===== src/rtl/csc_pkg.sv =====
package csc_pkg;
  localparam int unsigned PIX_W   = 8;
  localparam int unsigned SHIFT_N = 10;   // shift amounts 0..SHIFT_N-1
  localparam int unsigned ACC_W   = 20;   // covers +447780 / -232560
  localparam int unsigned NORM_SH = 11;
  localparam int unsigned STAGES  = 5;
  localparam int unsigned N_COL   = 3;    // 0 red, 1 green, 2 blue
  localparam int unsigned SPLIT   = SHIFT_N / 2;

  typedef logic signed [ACC_W-1:0] acc_t;
  typedef logic [N_COL*SHIFT_N-1:0] mask_t;

  // per output channel: {blue, green, red} shift masks, bit k = term x<<k
  localparam mask_t CH_MASKS [N_COL] = '{
    {10'h0E0, 10'h3FC, 10'h200},   // luma
    {10'h384, 10'h250, 10'h12C},   // blue-difference
    {10'h090, 10'h300, 10'h391}    // red-difference
  };
  // subtract flag per colour, bit c = colour c
  localparam logic [N_COL-1:0] CH_NEG [N_COL] = '{3'b000, 3'b011, 3'b110};
  localparam int CH_OFF [N_COL] = '{16, 128, 128};

  function automatic acc_t part_sum(input logic [PIX_W-1:0] x,
                                    input logic [SHIFT_N-1:0] mask,
                                    input int lo, input int hi);
    acc_t s;
    acc_t xe;
    s  = '0;
    xe = acc_t'({{(ACC_W-PIX_W){1'b0}}, x});
    for (int k = 0; k < int'(SHIFT_N); k++) begin
      if (k >= lo && k < hi && mask[k]) s = s + (xe <<< k);
    end
    return s;
  endfunction
endpackage


===== src/rtl/csc_vld_pipe.sv =====
module csc_vld_pipe #(
  parameter int unsigned DEPTH = 5
) (
  input  logic clk_i,
  input  logic rst_ni,
  input  logic vld_i,
  output logic vld_o
);
  logic [DEPTH-1:0] sr_q;

  always_ff @(posedge clk_i or negedge rst_ni) begin
    if (!rst_ni) sr_q <= '0;
    else         sr_q <= {sr_q[DEPTH-2:0], vld_i};
  end

  assign vld_o = sr_q[DEPTH-1];
endmodule


===== src/rtl/csc_lane.sv =====
module csc_lane import csc_pkg::*; #(
  parameter mask_t            MASKS  = '0,
  parameter logic [N_COL-1:0] NEG    = '0,
  parameter int               OFFSET = 0
) (
  input  logic                       clk_i,
  input  logic [N_COL-1:0][PIX_W-1:0] px_i,
  output logic [PIX_W-1:0]           res_o
);
  localparam acc_t OFF_A = acc_t'(OFFSET);
  localparam acc_t MAX_A = acc_t'((1 << PIX_W) - 1);

  acc_t s1_lo [N_COL];
  acc_t s1_hi [N_COL];
  acc_t s2_t  [N_COL];
  acc_t s3_rg, s3_b, s4_q;
  logic [PIX_W-1:0] s5_q;

  for (genvar c = 0; c < N_COL; c++) begin : g_col
    // stage 1: low and high shift groups
    always_ff @(posedge clk_i) begin
      s1_lo[c] <= part_sum(px_i[c], MASKS[c*SHIFT_N +: SHIFT_N], 0, SPLIT);
      s1_hi[c] <= part_sum(px_i[c], MASKS[c*SHIFT_N +: SHIFT_N], SPLIT, SHIFT_N);
    end
    // stage 2: signed colour term
    if (NEG[c]) begin : g_sub
      always_ff @(posedge clk_i) s2_t[c] <= acc_t'(0) - s1_lo[c] - s1_hi[c];
    end else begin : g_add
      always_ff @(posedge clk_i) s2_t[c] <= s1_lo[c] + s1_hi[c];
    end
  end

  // stage 3: red + green, blue carried
  always_ff @(posedge clk_i) begin
    s3_rg <= s2_t[0] + s2_t[1];
    s3_b  <= s2_t[2];
  end

  // stage 4: total, floor divide, offset
  always_ff @(posedge clk_i) s4_q <= ((s3_rg + s3_b) >>> NORM_SH) + OFF_A;

  // stage 5: clamp
  always_ff @(posedge clk_i) begin
    if (s4_q < acc_t'(0))  s5_q <= '0;
    else if (s4_q > MAX_A) s5_q <= MAX_A[PIX_W-1:0];
    else                   s5_q <= s4_q[PIX_W-1:0];
  end

  assign res_o = s5_q;
endmodule


===== src/rtl/rgb_ycc_shiftadd.sv =====
module rgb_ycc_shiftadd import csc_pkg::*; (
  input  logic             clk_i,
  input  logic             rst_ni,
  input  logic             in_valid_i,
  input  logic [PIX_W-1:0] red_i,
  input  logic [PIX_W-1:0] grn_i,
  input  logic [PIX_W-1:0] blu_i,
  output logic             out_valid_o,
  output logic [PIX_W-1:0] luma_o,
  output logic [PIX_W-1:0] cb_o,
  output logic [PIX_W-1:0] cr_o
);
  logic [N_COL-1:0][PIX_W-1:0] px;
  logic [N_COL-1:0][PIX_W-1:0] res;

  assign px = {blu_i, grn_i, red_i};

  for (genvar ch = 0; ch < N_COL; ch++) begin : g_lane
    csc_lane #(
      .MASKS (CH_MASKS[ch]),
      .NEG   (CH_NEG[ch]),
      .OFFSET(CH_OFF[ch])
    ) u_lane (
      .clk_i(clk_i),
      .px_i (px),
      .res_o(res[ch])
    );
  end

  csc_vld_pipe #(.DEPTH(STAGES)) u_vld (
    .clk_i (clk_i),
    .rst_ni(rst_ni),
    .vld_i (in_valid_i),
    .vld_o (out_valid_o)
  );

  assign luma_o = res[0];
  assign cb_o   = res[1];
  assign cr_o   = res[2];
endmodule


===== config.mk =====
export PLATFORM = sky130hd
export DESIGN_NAME = rgb_ycc_shiftadd
export DESIGN_NICKNAME = d
export VERILOG_FILES = /design/src/rtl/csc_pkg.sv /design/src/rtl/csc_vld_pipe.sv /design/src/rtl/csc_lane.sv /design/src/rtl/rgb_ycc_shiftadd.sv
export SDC_FILE = /design/constraint.sdc
export NUM_CORES = 1
export LEC_CHECK = 0
export BUFFER_PORTS_ARGS = -buffer_cell sky130_fd_sc_hd__buf_2
export CAP_MARGIN = 20
export CELL_PAD_IN_SITES_DETAIL_PLACEMENT = 0
export CELL_PAD_IN_SITES_GLOBAL_PLACEMENT = 1
export CORE_MARGIN = 2
export CORE_UTILIZATION = 30
export CTS_CLUSTER_DIAMETER = 60
export DETAILED_ROUTE_END_ITERATION = 12
export PLACE_DENSITY_LB_ADDON = 0.1
export SETUP_SLACK_MARGIN = 0.4
export SLEW_MARGIN = 10
export SYNTH_ARGS = -nofsm -noshare
export SYNTH_HDL_FRONTEND = slang
export SYNTH_HIERARCHICAL = 1
export SYNTH_SLANG_ARGS = --single-unit

===== constraint.sdc =====
create_clock -name clk_i -period 6.31 [get_ports clk_i]
set_input_delay 0.3155 -clock clk_i [delete_from_list [all_inputs] [get_ports clk_i]]
set_output_delay 0.3155 -clock clk_i [all_outputs]
set_load 0.05 [all_outputs]

==> flow_summary.json <==
{
  "crit_family": "adder cells",
  "track_usage_pct": 12.2,
  "cp.depth": 14,
  "die_x_um": 257,
  "criticalPathCategory": "input port to flop",
  "cp.buffers_inverters": 2,
  "maxCapViolCount": 0,
  "worst_case_reg_to_reg_path_depth": 10,
  "synth_top_cells_by_area": "sky130_fd_sc_hd__dfxtp_1, sky130_fd_sc_hd__ha_1, sky130_fd_sc_hd__fa_1",
  "synth.distinct_cells": 80,
  "cts_tree": "yes",
  "syn-num-nets": 2151,
  "crit_start": "grn_i[2]",
  "drive_above_1_share_pct": 8.73,
  "ios": 52,
  "synthesis.instances": 1809,
  "grt_setup_unrepaired": "false",
  "layout.cells.non_filler": 2794,
  "ys_dominant_reg_cell": "sky130_fd_sc_hd__dfxtp_1",
  "io_buffer_count": 51,
  "hold_viol_final": 0,
  "synth_top_area_cell": "sky130_fd_sc_hd__dfxtp_1",
  "post_cts_resize_count": 0,
  "initial_core_util_pct": 30.3,
  "antenna_found_initial": 2,
  "viasPerCell": 4.31,
  "post_route_antenna_net_violation_count": 0,
  "maxClockFrequency_ghz": 0.274,
  "cts_setup_buffers": 0,
  "ys_warn_count": 6,
  "postSynthRegisterBits": 413,
  "grt_pass1_wl_um": 64400,
  "row_count": 92,
  "critical_path_arrival_ns": 4.15,
  "maxSlewViolCount": 0,
  "holdBufCountCts": 9,
  "cts.sinks": 413,
  "ctsLongestPathBuffers": 3,
  "synth_top_area_share_pct": 42.7,
  "area.growth.synth_to_final_pct": 15.8,
  "dieArea_mm2": 0.0658,
  "clk_pin_slew_ns": 0.06,
  "p_per_area_mw_per_mm2": 507,
  "synth_async_sr_flop_share_pct": 1.21,
  "root_buffer": "sky130_fd_sc_hd__clkbuf_16",
  "diodes": 0,
  "worst_ir_drop_vdd_v": 0.000197,
  "final_clock_period_utilization_by_the_worst_path_pct": 57.9,
  "worst_slew_pin_slew_ns": 0.567,
  "die_height_um": 257,
  "layout_min_cycle_time_ns": 3.65,
  "worst_r2r_startpoint": "g_lane[0].u_lane/s3_b[11]",
  "drcViolationCount": 0,
  "drt_iter0_markers": 483,
  "drt-total-wl_um": 39400,
  "clock_tree.htree_level_count": 2,
  "final_critical_path_setup_slack_ns": 2.66,
  "path_cells": "dlygate4sd3_1 > buf_2 > fa_1 > fa_1 > xor2_1 > ha_1 > ha_1 > fa_1 > a21o_1 > a21oi_1 > nor2b_1 > o21ai_0 > nor2b_1 > xnor2_1",
  "min-delay-start": "blu_i[7]",
  "slowest_stage": "sky130_fd_sc_hd__fa_1",
  "final_net_count": 2252,
  "wl_per_cell_um": 14.1,
  "globalplace.congestion": 0.759,
  "critical_path.endpoint_type": "flop",
  "critical_path.max_stage_delay_ns": 0.55,
  "slew_headroom_pct": 61.7,
  "numPlacedInstances": 2694,
  "required_ns": 6.81,
  "drtPass1Iterations": 4,
  "global_route.overflow_total": 0,
  "cts_inserted_buffers": 51,
  "vias_in_the_first_global_route": 12211,
  "post_synth_design_cell_area_mm2": 0.0191,
  "finalSetupViolCount": 0,
  "synth-edff-count": 0,
  "core-area_mm2": 0.0631,
  "min_path_cells": 1,
  "skew_ns": 0.0271,
  "hpwlAfterDp_um": 30200,
  "total_leakage_power_nw": 10.1,
  "grt_start_max_net_pins": 16,
  "routed_via_count": 12047,
  "outcome": "finished clean",
  "worstSetupStartpointType": "input port",
  "crit_path_frequent_cell": "sky130_fd_sc_hd__fa_1",
  "seq_area_frac_synth_pct": 43.3,
  "min-delay-path-class": "input port to flop",
  "pre_cts_ws_ns": 2.57,
  "finalSetupTns_ns": 0,
  "clkLatencyLatePin_ns": 0.59,
  "critical_path.max_fanout": 8,
  "syn_avg_cell_area_um2": 10.6
}
## path summary, 6_finish.rpt
path                                            endpoint  slack (ns)
max                        g_lane[0].u_lane/s1_hi[0][23]        2.66
max reg2reg                     g_lane[0].u_lane/s4_q[8]        3.54
min                        g_lane[1].u_lane/s1_lo[0][27]        0.04
min reg2reg                     g_lane[1].u_lane/s3_b[5]        0.32
min in group asynchronous                  u_vld/sr_q[4]        0.07
max in group asynchronous                  u_vld/sr_q[1]        6.11
## per-layer routing
layer / GRT usage [%] / share of wire, % / vias to the layer above / wire length (µm)
li1: - / - / 6408 / -
met1: 17.1 / 51 / 5441 / 20100
met2: 18.8 / 43 / 128 / 16800
met3: 2.53 / 3.9 / 66 / 1520
met4: 3.60 / 2.3 / 4 / 892
met5: 0 / 0.069 / - / 27
## cell type report
class,instances,area (µm²)
Tap cell,846,1060
Timing Repair Buffer,60,345
Fill cell,6452,40900
Sequential cell,413,8290
Multi-Input combinational cell,1217,10200
Clock inverter,22,195
Inverter,167,627
Clock buffer,69,1480
## synthesized netlist by cell type (4+ instances only)
cell and instances:
sky130_fd_sc_hd__nand2_1 68, sky130_fd_sc_hd__nor3_1 27, sky130_fd_sc_hd__inv_1 164, sky130_fd_sc_hd__o21ai_0 47, sky130_fd_sc_hd__a21boi_0 5, sky130_fd_sc_hd__a21o_1 55
sky130_fd_sc_hd__nor2b_1 31, sky130_fd_sc_hd__ha_1 263, sky130_fd_sc_hd__fa_1 52, sky130_fd_sc_hd__xor2_1 58, sky130_fd_sc_hd__o41ai_1 4, sky130_fd_sc_hd__a31o_1 4
sky130_fd_sc_hd__and3_1 16, sky130_fd_sc_hd__o21a_1 19, sky130_fd_sc_hd__clkbuf_1 12, sky130_fd_sc_hd__nand2b_1 24, sky130_fd_sc_hd__dfxtp_1 408, sky130_fd_sc_hd__a211oi_1 7
sky130_fd_sc_hd__a211o_1 4, sky130_fd_sc_hd__o211ai_1 11, sky130_fd_sc_hd__a21oi_1 114, sky130_fd_sc_hd__or3_1 7, sky130_fd_sc_hd__a21oi_2 6, sky130_fd_sc_hd__nand3_1 18
sky130_fd_sc_hd__xnor2_1 117, sky130_fd_sc_hd__o31a_1 4, sky130_fd_sc_hd__and2_1 4, sky130_fd_sc_hd__a22oi_1 4, sky130_fd_sc_hd__nor2_1 116, sky130_fd_sc_hd__o21bai_1 21
sky130_fd_sc_hd__o21ai_1 14, sky130_fd_sc_hd__dfrtp_1 5, sky130_fd_sc_hd__nand4_1 9, sky130_fd_sc_hd__or2_2 7, sky130_fd_sc_hd__a31oi_1 4, sky130_fd_sc_hd__a41oi_1 4
## worst register-to-register path, cell delays in order, from the launching register on
cell and delay, ns:
sky130_fd_sc_hd__dfxtp_1 0.32, sky130_fd_sc_hd__ha_1 0.32, sky130_fd_sc_hd__a21oi_1 0.22, sky130_fd_sc_hd__o21ai_1 0.13, sky130_fd_sc_hd__or3_1 0.35, sky130_fd_sc_hd__o21ai_2 0.22
sky130_fd_sc_hd__xnor2_1 0.15, sky130_fd_sc_hd__ha_1 0.23, sky130_fd_sc_hd__a211oi_1 0.06, sky130_fd_sc_hd__a2111oi_0 0.45, sky130_fd_sc_hd__nand4b_1 0.18
## kinds of logic (layout without fill, tap and decap cells)
family	count (synthesis)	in the layout	share of synthesized area, %
xor gates and xnor gates	175	175	8.01
adders and majority gates	315	315	22.6
AOI/OAI and AO/OA	381	381	13.6
buffers and inverters	179	318	3.51
and+or+nand+nor	343	343	8.73
muxes	3	3	0.157
DFF	413	413	43.3
## state kept, by name, summed over array words and instances, names as in the netlist
signal               count
g_lane.u_lane/s3_b      44
g_lane.u_lane/s1_hi     79
g_lane.u_lane/s2_t     127
g_lane.u_lane/s3_rg     49
g_lane.u_lane/s1_lo     55
u_vld/sr_q               5
g_lane.u_lane/res_o     24
g_lane.u_lane/s4_q      30
## report_power, final
group,leakage (nW),total [mW],internal (mW),switching (mW)
logic,5.80,4.47,1.93,2.54
registers,3.49,3.94,3.52,0.416
clock network,0.806,2.82,1.69,1.14
## metrics by stage
stage	util, %	cell area [µm²]	hold WS, ns	total power, mW
after global placement	32.3	20400	0.129	8.51
after floorplan	-	19100	0.0199	7.43
after CTS	35.1	22200	0.00817	11.4
after global routing	35.1	22200	0.00881	12.2
final	35.1	22200	0.0403	11.2
after detailed placement	32.3	20400	0.134	8.52
## cells in the final DEF (no fill, tap or decap), drive strengths merged, types with 12 or more instances in the layout
cell    netlist  layout
nand2b       24      24
clkbuf       12      69
nand3        18      18
a21oi       120     120
xnor2       117     117
o21ai        63      63
fa           52      52
o211ai       12      12
ha          263     263
a21o         56      56
nand2        68      68
buf           0      51
xor2         58      58
o21bai       22      22
dfxtp       408     408
nor2b        31      31
and3         16      16
inv         166     170
o21a         19      19
nor3         28      28
nor2        116     116
Power figures use the tool's default switching activity.
